File: config.mk
export PLATFORM = sky130hd
export DESIGN_NAME = nor_erase_seq
export DESIGN_NICKNAME = d
export VERILOG_FILES = /design/src/rtl/nfe_pkg.sv /design/src/rtl/nfe_req_check.sv /design/src/rtl/nfe_status_judge.sv /design/src/rtl/nor_erase_seq.sv
export SDC_FILE = /design/constraint.sdc
export NUM_CORES = 1
export LEC_CHECK = 0
export ABC_AREA = 1
export BUFFER_PORTS_ARGS = -buffer_cell sky130_fd_sc_hd__buf_4
export CAP_MARGIN = 20
export CORE_UTILIZATION = 45
export CTS_BUF_LIST = sky130_fd_sc_hd__clkbuf_16
export DETAILED_ROUTE_END_ITERATION = 12
export MAX_ROUTING_LAYER = met4
export PLACE_DENSITY = 0.65
export SYNTH_ARGS = -nofsm -noshare
export SYNTH_HDL_FRONTEND = slang
export SYNTH_HIERARCHICAL = 1
export SYNTH_SLANG_ARGS = --single-unit
File: constraint.sdc
create_clock -name clk -period 4.5 [get_ports clk]
set_input_delay 1.35 -clock clk [delete_from_list [all_inputs] [get_ports clk]]
set_output_delay 1.35 -clock clk [all_outputs]
set_load 0.01 [all_outputs]
File: src/rtl/nfe_pkg.sv
package nfe_pkg;

    typedef enum logic [2:0] {
        CAUSE_NONE     = 3'd0,
        CAUSE_BAD_REQ  = 3'd1,
        CAUSE_WINDOW   = 3'd2,
        CAUSE_DEV_FAIL = 3'd3,
        CAUSE_NO_TAKE  = 3'd4,
        CAUSE_TIMEOUT  = 3'd5
    } cause_e;

    typedef enum logic [2:0] {
        ST_IDLE,
        ST_SETUP,
        ST_SECT,
        ST_CHK_RD,
        ST_CHK_EV,
        ST_GAP,
        ST_POLL_RD,
        ST_POLL_EV
    } state_e;

    typedef enum logic [1:0] {
        VERD_WAIT,
        VERD_OK,
        VERD_FAIL
    } verdict_e;

    localparam int          SETUP_LEN  = 6;
    localparam logic [7:0]  CMD_SECTOR = 8'h30;

    // unlock/arm preamble, the order is what the device decodes
    function automatic logic [11:0] setup_addr(input logic [2:0] step);
        return (step == 3'd2 || step == 3'd5) ? 12'h2AA : 12'h555;
    endfunction

    function automatic logic [7:0] setup_data(input logic [2:0] step);
        case (step)
            3'd0:    return 8'hF0;
            3'd1:    return 8'hAA;
            3'd2:    return 8'h55;
            3'd3:    return 8'h80;
            3'd4:    return 8'hAA;
            3'd5:    return 8'h55;
            default: return 8'h00;
        endcase
    endfunction

endpackage

File: src/rtl/nfe_req_check.sv
module nfe_req_check #(
    parameter int ADDR_W     = 21,
    parameter int SECT_SHIFT = 16,
    parameter int GAP_W      = 8,
    parameter int WIN_CLKS   = 200,
    parameter int OVH        = 4
) (
    input  logic [ADDR_W-1:0] addr_i,
    input  logic [ADDR_W:0]   len_i,
    input  logic [GAP_W-1:0]  gap_i,
    output logic              ok_o
);
    localparam int SUM_W = ADDR_W + 2;
    localparam logic [SUM_W-1:0] DEV_BYTES = SUM_W'(1) << ADDR_W;

    logic [SUM_W-1:0] end_w;
    logic             addr_al, len_al, len_nz, fits, gap_fits;

    always_comb begin
        end_w    = SUM_W'(addr_i) + SUM_W'(len_i);
        addr_al  = (addr_i[SECT_SHIFT-1:0] == '0);
        len_al   = (len_i[SECT_SHIFT-1:0] == '0);
        len_nz   = (len_i != '0);
        fits     = (end_w <= DEV_BYTES);
        gap_fits = ((32'(gap_i) + 32'(OVH)) <= 32'(WIN_CLKS));
        ok_o     = addr_al && len_al && len_nz && fits && gap_fits;
    end
endmodule

File: src/rtl/nfe_status_judge.sv
module nfe_status_judge
    import nfe_pkg::*;
(
    input  logic [7:0] new_i,
    input  logic [7:0] prev_i,
    input  logic       older_b5_i,
    input  logic       ready_i,
    output verdict_e   verdict_o,
    output cause_e     cause_o
);
    always_comb begin
        verdict_o = VERD_WAIT;
        cause_o   = CAUSE_NONE;
        if (ready_i) begin
            if (new_i[7]) begin
                verdict_o = VERD_OK;
            end else if (new_i == prev_i) begin
                verdict_o = VERD_FAIL;
                cause_o   = older_b5_i ? CAUSE_DEV_FAIL : CAUSE_NO_TAKE;
            end
        end
    end
endmodule

File: src/rtl/nor_erase_seq.sv
module nor_erase_seq
    import nfe_pkg::*;
#(
    parameter int ADDR_W     = 21,
    parameter int SECT_SHIFT = 16,
    parameter int GAP_W      = 8,
    parameter int WIN_CLKS   = 200,
    parameter int MAX_POLLS  = 65535
) (
    input  logic              clk,
    input  logic              rst_n,
    input  logic              start_i,
    input  logic [ADDR_W-1:0] sect_addr_i,
    input  logic [ADDR_W:0]   len_i,
    input  logic [GAP_W-1:0]  gap_i,
    output logic              busy_o,
    output logic              done_o,
    output logic              err_o,
    output logic [2:0]        cause_o,
    output logic              fl_we_o,
    output logic              fl_rd_o,
    output logic [ADDR_W-1:0] fl_addr_o,
    output logic [7:0]        fl_wdata_o,
    input  logic [7:0]        fl_rdata_i
);
    localparam int CNT_W  = ADDR_W - SECT_SHIFT + 1;
    localparam int POLL_W = $clog2(MAX_POLLS + 1);
    localparam int OVH    = 4;  // sector write, check read, check eval, one gap cycle
    localparam logic [ADDR_W-1:0] SECT_STEP = ADDR_W'(1) << SECT_SHIFT;

    typedef struct packed {
        state_e             st;
        logic [2:0]         idx;
        logic [ADDR_W-1:0]  addr;
        logic [ADDR_W-1:0]  base;
        logic [CNT_W-1:0]   left;
        logic               first;
        logic [GAP_W-1:0]   gap;
        logic [GAP_W-1:0]   gcnt;
        logic [7:0]         h1;
        logic               h2_b5;
        logic [POLL_W-1:0]  nrd;
        logic               done;
        logic               err;
        cause_e             cause;
    } regs_t;

    regs_t    q, d;
    logic     req_ok;
    verdict_e verdict;
    cause_e   judge_cause;

    nfe_req_check #(
        .ADDR_W(ADDR_W), .SECT_SHIFT(SECT_SHIFT), .GAP_W(GAP_W),
        .WIN_CLKS(WIN_CLKS), .OVH(OVH)
    ) i_req_check (
        .addr_i(sect_addr_i),
        .len_i (len_i),
        .gap_i (gap_i),
        .ok_o  (req_ok)
    );

    nfe_status_judge i_judge (
        .new_i     (fl_rdata_i),
        .prev_i    (q.h1),
        .older_b5_i(q.h2_b5),
        .ready_i   (q.nrd >= POLL_W'(2)),
        .verdict_o (verdict),
        .cause_o   (judge_cause)
    );

    always_comb begin
        d      = q;
        d.done = 1'b0;
        case (q.st)
            ST_IDLE: begin
                if (start_i) begin
                    if (!req_ok) begin
                        d.done  = 1'b1;
                        d.err   = 1'b1;
                        d.cause = CAUSE_BAD_REQ;
                    end else begin
                        d.st    = ST_SETUP;
                        d.idx   = '0;
                        d.addr  = sect_addr_i;
                        d.base  = sect_addr_i;
                        d.left  = CNT_W'(len_i >> SECT_SHIFT);
                        d.first = 1'b1;
                        d.gap   = gap_i;
                        d.gcnt  = '0;
                        d.h1    = '0;
                        d.h2_b5 = 1'b0;
                        d.nrd   = '0;
                        d.err   = 1'b0;
                        d.cause = CAUSE_NONE;
                    end
                end
            end
            ST_SETUP: begin
                d.idx = q.idx + 3'd1;
                if (q.idx == 3'(SETUP_LEN - 1)) d.st = ST_SECT;
            end
            ST_SECT: begin
                d.left  = q.left - CNT_W'(1);
                d.first = 1'b0;
                d.gcnt  = '0;
                if (q.first) d.st = (q.left == CNT_W'(1)) ? ST_POLL_RD : ST_GAP;
                else         d.st = ST_CHK_RD;
            end
            ST_CHK_RD: d.st = ST_CHK_EV;
            ST_CHK_EV: begin
                if (fl_rdata_i[3]) begin
                    d.st    = ST_IDLE;
                    d.done  = 1'b1;
                    d.err   = 1'b1;
                    d.cause = CAUSE_WINDOW;
                end else if (q.left == '0) begin
                    d.st = ST_POLL_RD;
                end else begin
                    d.st = ST_GAP;
                end
            end
            ST_GAP: begin
                if (q.gcnt == q.gap) begin
                    d.st   = ST_SECT;
                    d.addr = q.addr + SECT_STEP;
                end else begin
                    d.gcnt = q.gcnt + GAP_W'(1);
                end
            end
            ST_POLL_RD: d.st = ST_POLL_EV;
            ST_POLL_EV: begin
                d.h1    = fl_rdata_i;
                d.h2_b5 = q.h1[5];
                d.nrd   = q.nrd + POLL_W'(1);
                if (verdict == VERD_OK) begin
                    d.st    = ST_IDLE;
                    d.done  = 1'b1;
                    d.err   = 1'b0;
                    d.cause = CAUSE_NONE;
                end else if (verdict == VERD_FAIL) begin
                    d.st    = ST_IDLE;
                    d.done  = 1'b1;
                    d.err   = 1'b1;
                    d.cause = judge_cause;
                end else if (q.nrd == POLL_W'(MAX_POLLS - 1)) begin
                    d.st    = ST_IDLE;
                    d.done  = 1'b1;
                    d.err   = 1'b1;
                    d.cause = CAUSE_TIMEOUT;
                end else begin
                    d.st = ST_POLL_RD;
                end
            end
            default: d.st = ST_IDLE;
        endcase
    end

    always_ff @(posedge clk or negedge rst_n) begin
        if (!rst_n) q <= '0;
        else        q <= d;
    end

    always_comb begin
        case (q.st)
            ST_SETUP:   fl_addr_o = ADDR_W'(setup_addr(q.idx));
            ST_POLL_RD: fl_addr_o = q.base;
            default:    fl_addr_o = q.addr;
        endcase
        case (q.st)
            ST_SETUP: fl_wdata_o = setup_data(q.idx);
            ST_SECT:  fl_wdata_o = CMD_SECTOR;
            default:  fl_wdata_o = 8'h00;
        endcase
    end

    assign busy_o  = (q.st != ST_IDLE);
    assign done_o  = q.done;
    assign err_o   = q.err;
    assign cause_o = q.cause;
    assign fl_we_o = (q.st == ST_SETUP) || (q.st == ST_SECT);
    assign fl_rd_o = (q.st == ST_CHK_RD) || (q.st == ST_POLL_RD);

endmodule

# [Word-level counts from Yosys, hierarchy flattened]
# Index checks and enable logic that the tools add are counted.
[totals] register_bits=101 inputBits=62 output_inout_bits=37 word_cells=116
[op_classes] n_addsub=7 magnitude_cmp=3 n_eq_ne=25 mux=37 reduce_logical=30
[ops] op="two-way mux 101 bit" count=1
[ops] op="two-way mux 96 bit" count=1
[ops] op="one-hot mux 21 bit (2 select lines)" count=2
[ops] op="one-hot mux 25 bit (2 select lines)" count=1
[ops] op="two-way mux 3 bit" count=11
[ops] op="less-or-equal comparator 32 x 8 -> 1 bit, second input constant" count=1
[ops] op="logical NOT 16 bit" count=2
[ops] op="one-hot mux 8 bit (4 select lines)" count=1
[ops] op="one-hot mux 3 bit (8 select lines)" count=1
[ops] op="one-hot mux 8 bit (3 select lines)" count=1
[ops] op="adder 21 x 22 -> 23 bit" count=1
[ops] op="less-or-equal comparator 23 x 22 -> 1 bit, second input constant" count=1
[ops] op="nonzero test 22 bit" count=1
[ops] op="adder 21 x 17 -> 21 bit, second input constant" count=1
[ops] op="two-way mux 21 bit" count=1
[ops] op="two-way mux 5 bit" count=4
[ops] op="equality test 3 bit, second input constant" count=6
[ops] op="adder 16 x 1 -> 16 bit, second input constant" count=1
[ops] op="equality test 16 bit, second input constant" count=1
[ops] op="equality test 8 bit" count=2
[ops] op="greater-or-equal comparator 16 x 2 -> 1 bit, second input constant" count=1
[ops] op="one-hot mux 8 bit (2 select lines)" count=1
[ops] op="AND reduction 4 bit" count=4
[ops] op="one-hot mux 5 bit (3 select lines)" count=1
[ops] op="other kinds (26)" count=54

# [Logic depth before layout (Yosys ltp)]
# Gate-level depths: netlist of run 1.
[logic_depth] ltp_word=8 mapped_depth=25 mapped_depth_nobuf=25

# [Cells and area by module]
# The synthesis of run 1 kept the hierarchy.
[by_module_without_submodules] module="nor_erase_seq" instances=1 cells_each=664 area_each_um2=5411.4 seq_area_each_um2=2527.4
[by_module_without_submodules] module="nfe_req_check" instances=1 cells_each=356 area_each_um2=1764.2 seq_area_each_um2=0.0
[by_module_without_submodules] module="nfe_status_judge" instances=1 cells_each=39 area_each_um2=171.4 seq_area_each_um2=0.0

# [Worst setup path before layout of run 1]
# OpenSTA, ideal clock, no wires.
[synth_path] kind="input to register" start="input len_i[0]" end="register q[24] in the netlist's numbering" setup_time_ps=121 t_arrival_ps=3931 t_required_ps=4379 slack_ps=448 cell_stages=19 n_path_buf=1 cell_sequence="ha_1 -> fa_1 -> or2_2 -> nor2_1 -> nand3_1 -> nor2_1 -> nand3_1 -> nor2_1 -> nand2_1 -> nor2_1 -> nand3_1 -> a21oi_2 -> nand2_1 -> inv_1 -> nand3_4 -> nand2_4 -> inv_2 -> buf_2 -> a22o_1"
[synth_via] elab_chain_cells=7 elab_cells_between_ends=10 classes_between="1 x add/sub; 1 x order compare; 1 x eq/ne; 7 x reduce/logical"
[synth_rtl] item="from (decl)" line="nor_erase_seq.sv:14" text="input logic [ADDR_W:0] len_i,"
[synth_rtl] item="branches (longest 3 deep; another with adder 21 x 22 -> 23 bit)"
[synth_rtl] item="logical AND 1 bit (*) (2 in a row)" line="nfe_req_check.sv:26" text="ok_o = addr_al && len_al && len_nz && fits && gap_fits;"
[synth_rtl] item="net req_ok" line="nor_erase_seq.sv:49" text="logic req_ok;"
[synth_rtl] item="inequality test 2 bit (no line) (*)"
[synth_rtl] item="AND reduction 3 bit (no line) (*)"
[synth_rtl] item="to (signal assigned)" line="nor_erase_seq.sv:160" text="if (!rst_n) q <= '0;"
[synth_rtl] item="to (signal assigned)" line="nor_erase_seq.sv:161" text="else q <= d;"
[synth_rtl] item="to (decl)" line="nor_erase_seq.sv:48" text="regs_t q, d;"
# Mark *: on every way through the listed nets, which the timed path passes.
# A chain may end at the register's enable or synchronous reset.

# [Worst setup path in the final report of run 1]
[layout_path] start="input len_i[0]" end="register q[15] in the netlist's numbering"
# The elaborated chain is that of the path after synthesis.

==> results of run 1 <==
where the power goes:
group | internal (mW) | total [mW] | switching (mW) | leakage, nW
clock network | 0.489 | 0.846 | 0.357 | 0.144
registers | 1.07 | 1.25 | 0.175 | 1.12
logic | 0.649 | 1.57 | 0.920 | 3.36
total | 2.21 | 3.66 | 1.45 | 4.62
logic make-up after synthesis:
kind of cell / after synthesis / share of synthesized area, %
buffers and inverters: 193 / 11.0
AOI/OAI and AO/OA: 148 / 11.7
adders and majority gates: 38 / 6.57
xor gates and xnor gates: 24 / 2.86
and+or+nand+nor: 555 / 33.5
DFF: 101 / 34.4
metal layers:
metal  wire, um  GRT usage, %  up-vias  share of wire (%)
met1       9320          34.5     3208                 49
li1           -             -     3579                  -
met3        827          3.40       17                4.4
met5          0             -        -                  0
met2       8540          38.0      168                 45
met4        225          6.09        0                1.2
cells in the mapped netlist (5+ instances only):
master,instances
buf_4,13
ha_1,37
a22o_1,6
nor2_2,6
nor2_1,71
buf_2,9
o22ai_1,14
nand2_1,330
inv_1,161
nor3_1,8
o221ai_1,11
a21oi_1,30
nand4_1,12
dfrtp_1,101
nand3_1,72
nand2_2,12
nand3b_1,7
xnor2_1,13
o21ai_0,73
xor2_1,11
or2_2,5
nor4_1,12
flip-flops by register name, indices dropped and copies added (netlist names):
| signal | count |
|---|---|
| cause_o | 3 |
| done_o | 1 |
| err_o | 1 |
| q | 96 |
worst max-delay path by stage:
stage	from	endpoint	slack [ps]	cells past startpoint
finish	len_i[0]	q[15]$_DFFE_PN0P_	410	23
global route	len_i[0]	q[15]$_DFFE_PN0P_	110	26
CTS	len_i[0]	q[15]$_DFFE_PN0P_	410	23
detailed placement	len_i[0]	q[16]$_DFFE_PN0P_	60	21
global placement	len_i[0]	q[15]$_DFFE_PN0P_	130	23
floorplan	len_i[0]	q[24]$_DFFE_PN0P_	450	19
final cells by class:
cell class	count	area, um^2	share of cell area [%]
tap	216	270	3.15
multi-input combinational	765	4010	46.8
sequential	101	2530	29.5
inverter	165	619	7.22
clock buffer	9	225	2.62
timing repair buffer	107	828	9.65
clock inverter	7	98.8	1.15
metrics by stage:
| stage | util [%] | area, um^2 | instances | worst slack [ps] |
|---|---|---|---|---|
| floorplan | - | 7350 | 1059 | 448 |
| global placement | 52.0 | 8260 | 1354 | 133 |
| detailed placement | 52.0 | 8260 | 1354 | 55.4 |
| CTS | 54.0 | 8580 | 1370 | 410 |
| global route | 54.0 | 8580 | 1370 | 111 |
| finish | 54.0 | 8580 | 1370 | 408 |
worst max-delay path: cells and delay by family:
| family | cells | cell delay, ps |
|---|---|---|
| AND/OR/NAND/NOR | 17 | 1800 |
| adder cells (fa/ha/maj) | 2 | 650 |
| buffers and inverters | 3 | 370 |
| AO/OA/AOI/OAI | 1 | 190 |
==> impl_metrics.tcl, run 1 <==
set metrics [dict create \
    critPathMaxStageDelay_ps 420 \
    antennaDiodeCount 0 \
    cts.sinks 101 \
    cp.required_ps 4790 \
    yosysTopAreaCell "dfrtp_1" \
    synth_cell_type_count 43 \
    die_area_mm2 0.0168 \
    path_class "input pin to register" \
    antenna_found_initial 0 \
    dr.pass1.iters 5 \
    avgSynthCellArea_um2 6.94 \
    finalHoldViolCount 0 \
    min_to "err_o$_DFFE_PN0P_" \
    synth_top_area_share_pct 34.4 \
    hold_path_class "register to register" \
    via_per_inst 5.09 \
    gp_congestion 0.892 \
    core_area_mm2 0.0159 \
    tightest_slew_ps 853 \
    final_antenna_net_count 0 \
    drive_gt1_share_pct 14.5 \
    cp-start-kind "input pin" \
    place.port_buffers 98 \
    drt_iter0_drc 500 \
    finalSetupViolCount 0 \
    worstPathMaxFanout 13 \
    rr_endpoint "done_o$_DFF_PN0_" \
    final_common_cell "nand2_1" \
    arrival_ps 4380 \
    rr_startpoint "q[5]$_DFFE_PN0P_" \
    vias 6972 \
    async_flop_share_pct 100 \
    netlist_area_mm2 0.00735 \
    grt_usage_pct 24.7 \
    grt_setup_unrepaired "no" \
    fin_nets 1249 \
    syn_to_final_growth_pct 16.8 \
    ys_top_cells_by_area "dfrtp_1 34%, nand2_1 17%, inv_1 8.2%, ha_1 6.3%, o21ai_0 5.0%" \
    fillCellCount 1603 \
    power_leakage_nw 4.62 \
    fin_crit_ps 4090 \
    min_path_cells 2 \
    reg2reg_depth 15 \
    die_h_um 130 \
    status "completed" \
    insertion_delay_ps 360 \
    dp_hpwl_um 14600 \
    wirelength_um 18900 \
    num_rows 46 \
    ys.flop_type "dfrtp_1" \
    post_cts_buffers 0 \
    cts_tree "done" \
    power.total_mw 3.66 \
    wire_per_inst_um 13.8 \
    ir_drop_v 0.000206 \
    ys_seq_elements 101 \
    h-tree-depth 3 \
    maxCapViolations 0 \
    min_from "err_o$_DFFE_PN0P_" \
    worst-r2r-setup-slack_ps 2240 \
    cts.root.buffer_cell "clkbuf_16" \
    tns_ps 0 \
    drc_errors 0 \
    fmax_mhz 244 \
    clock_path_buffers 2 \
    grt_pass1_vias 6564 \
    setup.worst_path.end_class "register" \
    drv_slew 0 \
    overflow 0 \
    die_x_um 130 \
    max_slew_margin_pct 43.1 \
    cts_buffers 9 \
    cts.clk_slew.worst_paths_ps 70 \
    grt_pass1_wl_um 31700 \
    io_pins 99 \
    ys_warn_count 6 \
    syn_inst 1059 \
    cp_slowest_cell "fa_1" \
    finalClockSkew_ps 8.12 \
    ys_seq_area_share_pct 34.4 \
    hold_ws_ps 483 \
    grt_max_degree 67 \
    synth_nets 1159 \
    cp_cell_sequence "buf_4 > ha_1 > fa_1 > or2_2 > nor2_1 > nand3_1 > nor2_1 > nand3_1 > nor2_1 > nand2_1 > nor2_1 > nand3_1 > a21oi_2 > nand2_1 > inv_1 > nand3_4 > nand2_4 > inv_2 > nor2_4 > nand2_1 > nand2_1 > nand2_1 > nor2_1" \
    cts_hold_buf 0 \
    synth-edff-count 0 \
    layout_common_cells "330 x nand2_1, 161 x inv_1, 105 x buf_4, 101 x dfrtp_1, 73 x o21ai_0" \
    initial_core_util_pct 46.3 \
    power_density_mw_per_mm2 427 \
    finalCritPeriodShare_pct 90.9 \
    cts_resized 0 \
]
(Power assumes the default switching activity.)
==> inputs of run 2 (changes only) <==
--- a/config.mk
+++ b/config.mk
@@ -12,7 +12,7 @@
 export CTS_BUF_LIST = sky130_fd_sc_hd__clkbuf_16
 export DETAILED_ROUTE_END_ITERATION = 12
 export MAX_ROUTING_LAYER = met4
-export PLACE_DENSITY = 0.65
+export PLACE_DENSITY = 0.61
 export SYNTH_ARGS = -nofsm -noshare
 export SYNTH_HDL_FRONTEND = slang
 export SYNTH_HIERARCHICAL = 1
==> impl_metrics.tcl, run 2 (synthesis gave the netlist of run 1 again) <==
set metrics [dict create \
    final_antenna_net_count 0 \
    fin_ws_ps 452 \
    path_class "input pin to register" \
    finalClockSkew_ps 6.31 \
    finalCritPeriodShare_pct 90.0 \
    cp-start-kind "input pin" \
    fmax_mhz 247 \
    place_ws_ps 113 \
    die_area_mm2 0.0168 \
    fin_crit_ps 4050 \
    regMostFlops "q" \
    die_x_um 130 \
    cp_cell_sequence "buf_4 > ha_1 > fa_1 > or2_2 > nor2_1 > nand3_1 > nor2_1 > nand3_1 > nor2_1 > nand2_1 > nor2_1 > nand3_1 > a21oi_2 > nand2_1 > inv_1 > nand3_4 > inv_1 > buf_12 > nand2_1 > o21ai_0" \
    finalSetupViolCount 0 \
    grt_use_met1_pct 34.3 \
    drive_gt1_share_pct 14.3 \
    insertion_delay_ps 350 \
    power_density_mw_per_mm2 413 \
    dp_hpwl_um 15000 \
    core_area_mm2 0.0159 \
    tightest_slew_ps 716 \
    layout_common_cells "330 x nand2_1, 161 x inv_1, 108 x buf_4, 101 x dfrtp_1, 73 x o21ai_0" \
    arrival_ps 4310 \
    setup.worst_path.end_class "register" \
    status "completed" \
    drv_slew 0 \
    overflow 0 \
    vias 6906 \
    antennaDiodeCount 0 \
    maxCapViolations 0 \
    antenna_found_initial 0 \
    clock_path_buffers 2 \
    top_usage_layer "met2" \
    met2_usage_pct 39.3 \
    grt_max_degree 65 \
    power_leakage_nw 4.60 \
    fillCellCount 1625 \
    drc_errors 0 \
    ir_drop_v 0.000230 \
    post_cts_buffers 0 \
    multi_input_area_mm2 0.00401 \
    cts_hold_buf 0 \
    initial_core_util_pct 46.3 \
    final_common_cell "nand2_1" \
    fin_nets 1251 \
    regArea_mm2 0.00253 \
    die_h_um 130 \
    dr.pass1.iters 5 \
    cts_resized 0 \
    crit_path_frequent_cell "nor2_1" \
    cts_tree "done" \
    cts.root.buffer_cell "clkbuf_16" \
    hold_path_class "register to register" \
    cp_slowest_cell "fa_1" \
    cts.sinks 101 \
    tns_ps 0 \
    wire_per_inst_um 14.0 \
    grt_usage_pct 25.2 \
    finalHoldViolCount 0 \
    io_pins 99 \
    worstPathMaxFanout 64 \
    drt_iter0_drc 357 \
    wirelength_um 19200 \
    cp.required_ps 4760 \
    grt_pass1_vias 6568 \
    h-tree-depth 3 \
    max_slew_margin_pct 52.3 \
    num_rows 46 \
    grt_pass1_wl_um 32300 \
    cts_buffers 9 \
    grt_setup_unrepaired "no" \
    place.port_buffers 98 \
    gp_congestion 0.901 \
    largest_reg_flops 96 \
    cts.clk_slew.worst_paths_ps 70 \
    via_per_inst 5.04 \
    critPathMaxStageDelay_ps 420 \
    syn_to_final_growth_pct 15.9 \
    met3_usage_pct 3.98 \
]
## run 2: layout make-up
type	instances	share of cell area [%]
multi-input cells	765	47.1
flip-flops and latches	101	29.7
repair buffers	109	9.75
inverters	165	7.27
well taps	216	3.17
clock buffers	9	2.64
clock inverters	6	0.367
## run 2: path summary, 6_finish.rpt
check | slack [ps] | depth (start not counted) | startpoint | end
setup / recovery | 450 | 20 | sect_addr_i[0] | q[57]$_DFFE_PN0P_
hold / removal | 490 | 2 | cause_o[0]$_DFFE_PN0P_ | cause_o[0]$_DFFE_PN0P_
setup reg to reg | 2180 | 17 | q[5]$_DFFE_PN0P_ | err_o$_DFFE_PN0P_
hold reg to reg | 490 | 2 | cause_o[0]$_DFFE_PN0P_ | cause_o[0]$_DFFE_PN0P_
max in group asynchronous | 2620 | 2 | rst_n | q[36]$_DFFE_PN0P_
min in group asynchronous | 1050 | 1 | rst_n | q[59]$_DFFE_PN0P_
## run 2: stage by stage
stage	util, %	hold slack, ps	instance area [um^2]	std cells	power (mW)
5_1_grt	53.6	531	8520	1371	3.79
4_1_cts	53.6	496	8520	1371	3.54
6_report	53.6	489	8520	1371	3.52
3_3_place_gp	52.0	474	8260	1356	2.83
2_1_floorplan	-	450	7350	1059	2.24
3_5_place_dp	52.0	476	8260	1356	2.83
## run 2: power by group
| group | internal (mW) | switching, mW | total, mW |
|---|---|---|---|
| Clock | 0.365 | 0.337 | 0.702 |
| Combinational | 0.651 | 0.922 | 1.57 |
| Sequential | 1.07 | 0.171 | 1.24 |
## run 2: critical path: cells and delay by family
kind	cells	cell delay [ps]
AO/OA/AOI/OAI	2	300
adder cells (fa/ha/maj)	2	630
AND/OR/NAND/NOR	12	1370
buffers and inverters	4	640
## run 2: layer usage
layer,vias to the layer above,wire length (um)
met2,127,8620
met4,0,253
met5,-,0
met1,3173,9610
met3,18,747
li1,3588,-
==> inputs of run 3 (changes only) <==
--- a/config.mk
+++ b/config.mk
@@ -13,6 +13,7 @@
 export DETAILED_ROUTE_END_ITERATION = 12
 export MAX_ROUTING_LAYER = met4
 export PLACE_DENSITY = 0.61
+export RECOVER_POWER = 100
 export SYNTH_ARGS = -nofsm -noshare
 export SYNTH_HDL_FRONTEND = slang
 export SYNTH_HIERARCHICAL = 1
==> constraint.sdc (replaced) <==
create_clock -name clk -period 4.5 [get_ports clk]
set_input_delay 0.45 -clock clk [delete_from_list [all_inputs] [get_ports clk]]
set_output_delay 0.45 -clock clk [all_outputs]
set_load 0.01 [all_outputs]
==> impl_metrics.tcl, run 3 (synthesis gave the netlist of run 1 again) <==
set metrics [dict create \
    status "finished, violations left" \
    violations "capacitance limit, slew limit" \
    wire_per_inst_um 13.9 \
    cts_resized 0 \
    place.port_buffers 98 \
    initial_core_util_pct 46.3 \
    ir_drop_v 0.000215 \
    syn_to_final_growth_pct 12.5 \
    grt_pass1_vias 6422 \
    tns_ps 0 \
    h-tree-depth 3 \
    finalCritPeriodShare_pct 82.6 \
    drt_iter0_drc 439 \
    reg2reg_depth 17 \
    fin_crit_ps 3720 \
    fmax_mhz 269 \
    tightest_slew_ps 1790 \
    cts.sinks 101 \
    drv_slew 34 \
    hold_path_class "input pin to asynchronous set/reset pin" \
    regMostFlops "q" \
    finalHoldViolCount 0 \
    cts.root.buffer_cell "clkbuf_16" \
    cts_tree "done" \
    antennaDiodeCount 0 \
    core_area_mm2 0.0159 \
    die_h_um 130 \
    grt_usage_pct 24.7 \
    max_slew_margin_pct -19.1 \
    insertion_delay_ps 340 \
    overflow 0 \
    power_density_mw_per_mm2 404 \
    layout_common_cells "334 x nand2_1, 166 x inv_1, 101 x dfrtp_1, 75 x nor2_1, 75 x o21ai_0" \
    dp_hpwl_um 14800 \
    gp_congestion 0.874 \
    num_rows 46 \
    cts.clk_slew.worst_paths_ps 60 \
    path_class "input pin to register" \
    grt_setup_unrepaired "no" \
    drive_gt1_share_pct 9.42 \
    clock_path_buffers 2 \
    worstPathMaxFanout 13 \
    drc_errors 0 \
    die_area_mm2 0.0168 \
    fin_area_mm2 0.00826 \
    wirelength_um 18900 \
    finalSetupViolCount 0 \
    cts_buffers 9 \
    dr.pass1.iters 5 \
    final_antenna_net_count 0 \
    fillCellCount 1664 \
    grt_max_degree 70 \
    cp_slowest_cell "fa_1" \
    via_per_inst 5.04 \
    cts_hold_buf 0 \
    post_cts_buffers 0 \
    vias 6870 \
    place_area_mm2 0.00820 \
    largest_reg_flops 96 \
    cp-start-kind "input pin" \
    crit_path_frequent_cell "nor2_1" \
    fin_nets 1243 \
    io_pins 99 \
    arrival_ps 4000 \
    antenna_found_initial 0 \
    final_common_cell "nand2_1" \
    power_leakage_nw 4.44 \
    cp.required_ps 4780 \
    grt_pass1_wl_um 31500 \
    setup.worst_path.end_class "register" \
    finalClockSkew_ps 5.12 \
    maxCapViolations 1 \
    critPathMaxStageDelay_ps 440 \
    die_x_um 130 \
    cp_cell_sequence "clkbuf_1 > ha_1 > fa_1 > or2_2 > nor2_1 > nand3_1 > nor2_1 > nand3_1 > nor2_1 > nand2_1 > nor2_1 > nand3_1 > a21oi_1 > nand2_1 > inv_1 > nand3_4 > nand2_4 > inv_1 > nor2_1 > nand2_1 > nand2_1 > nand2_1 > nor2_1" \
]
==> run 3: critical path, delay by kind of cell <==
family / cells / cell delay [ps]
AND/OR/NAND/NOR: 17 / 2030
adder cells (fa/ha/maj): 2 / 710
AO/OA/AOI/OAI: 1 / 260
buffers and inverters: 3 / 550
==> run 3: path summary, 6_finish.rpt <==
kind	endpoint	slack [ps]	start
setup / recovery	q[15]$_DFFE_PN0P_	780	len_i[0]
hold / removal	q[80]$_DFFE_PN0P_	210	rst_n
setup reg to reg	cause_o[0]$_DFFE_PN0P_	2200	q[5]$_DFFE_PN0P_
hold reg to reg	cause_o[0]$_DFFE_PN0P_	480	cause_o[0]$_DFFE_PN0P_
max in group asynchronous	q[33]$_DFFE_PN0P_	2110	rst_n
min in group clk	q[38]$_DFFE_PN0P_	310	gap_i[0]
==> run 3: area by class of cell <==
type	count	area, um^2	share of cell area, %
Inverter	165	619	7.49
Clock buffer	9	225	2.73
Sequential cell	101	2530	30.6
Clock inverter	5	23.8	0.288
Multi-Input combinational cell	765	3960	47.9
Timing Repair Buffer	101	639	7.74
Tap cell	216	270	3.27
==> run 3: per-stage QoR <==
step           setup WS, ps  total power, mW  utilization, %  hold WS [ps]  cells
6_report                781             3.34            52.0           214   1362
5_1_grt                 361             3.62            52.0           284   1362
4_1_cts                1090             3.53            53.2           256   1362
3_5_place_dp            726             2.83            51.6           468   1348
3_3_place_gp            807             2.82            51.6           470   1348
2_1_floorplan          1350             2.24               -           154   1059
==> run 3: per-layer routing <==
layer / up-vias / routed length [um] / share of wire, % / global-route usage (%)
met3: 15 / 788 / 4.2 / 3.85
li1: 3565 / - / - / -
met1: 3152 / 9460 / 50 / 34.9
met5: - / 0 / 0 / -
met4: 0 / 221 / 1.2 / 4.79
met2: 138 / 8460 / 45 / 37.5
==> run 3: where the power goes <==
group	leakage [nW]	internal [mW]	total (mW)	switching, mW
registers	1.12	1.07	1.24	0.166
logic	3.19	0.515	1.42	0.909
clock network	0.131	0.362	0.679	0.317
total	4.44	1.95	3.34	1.39
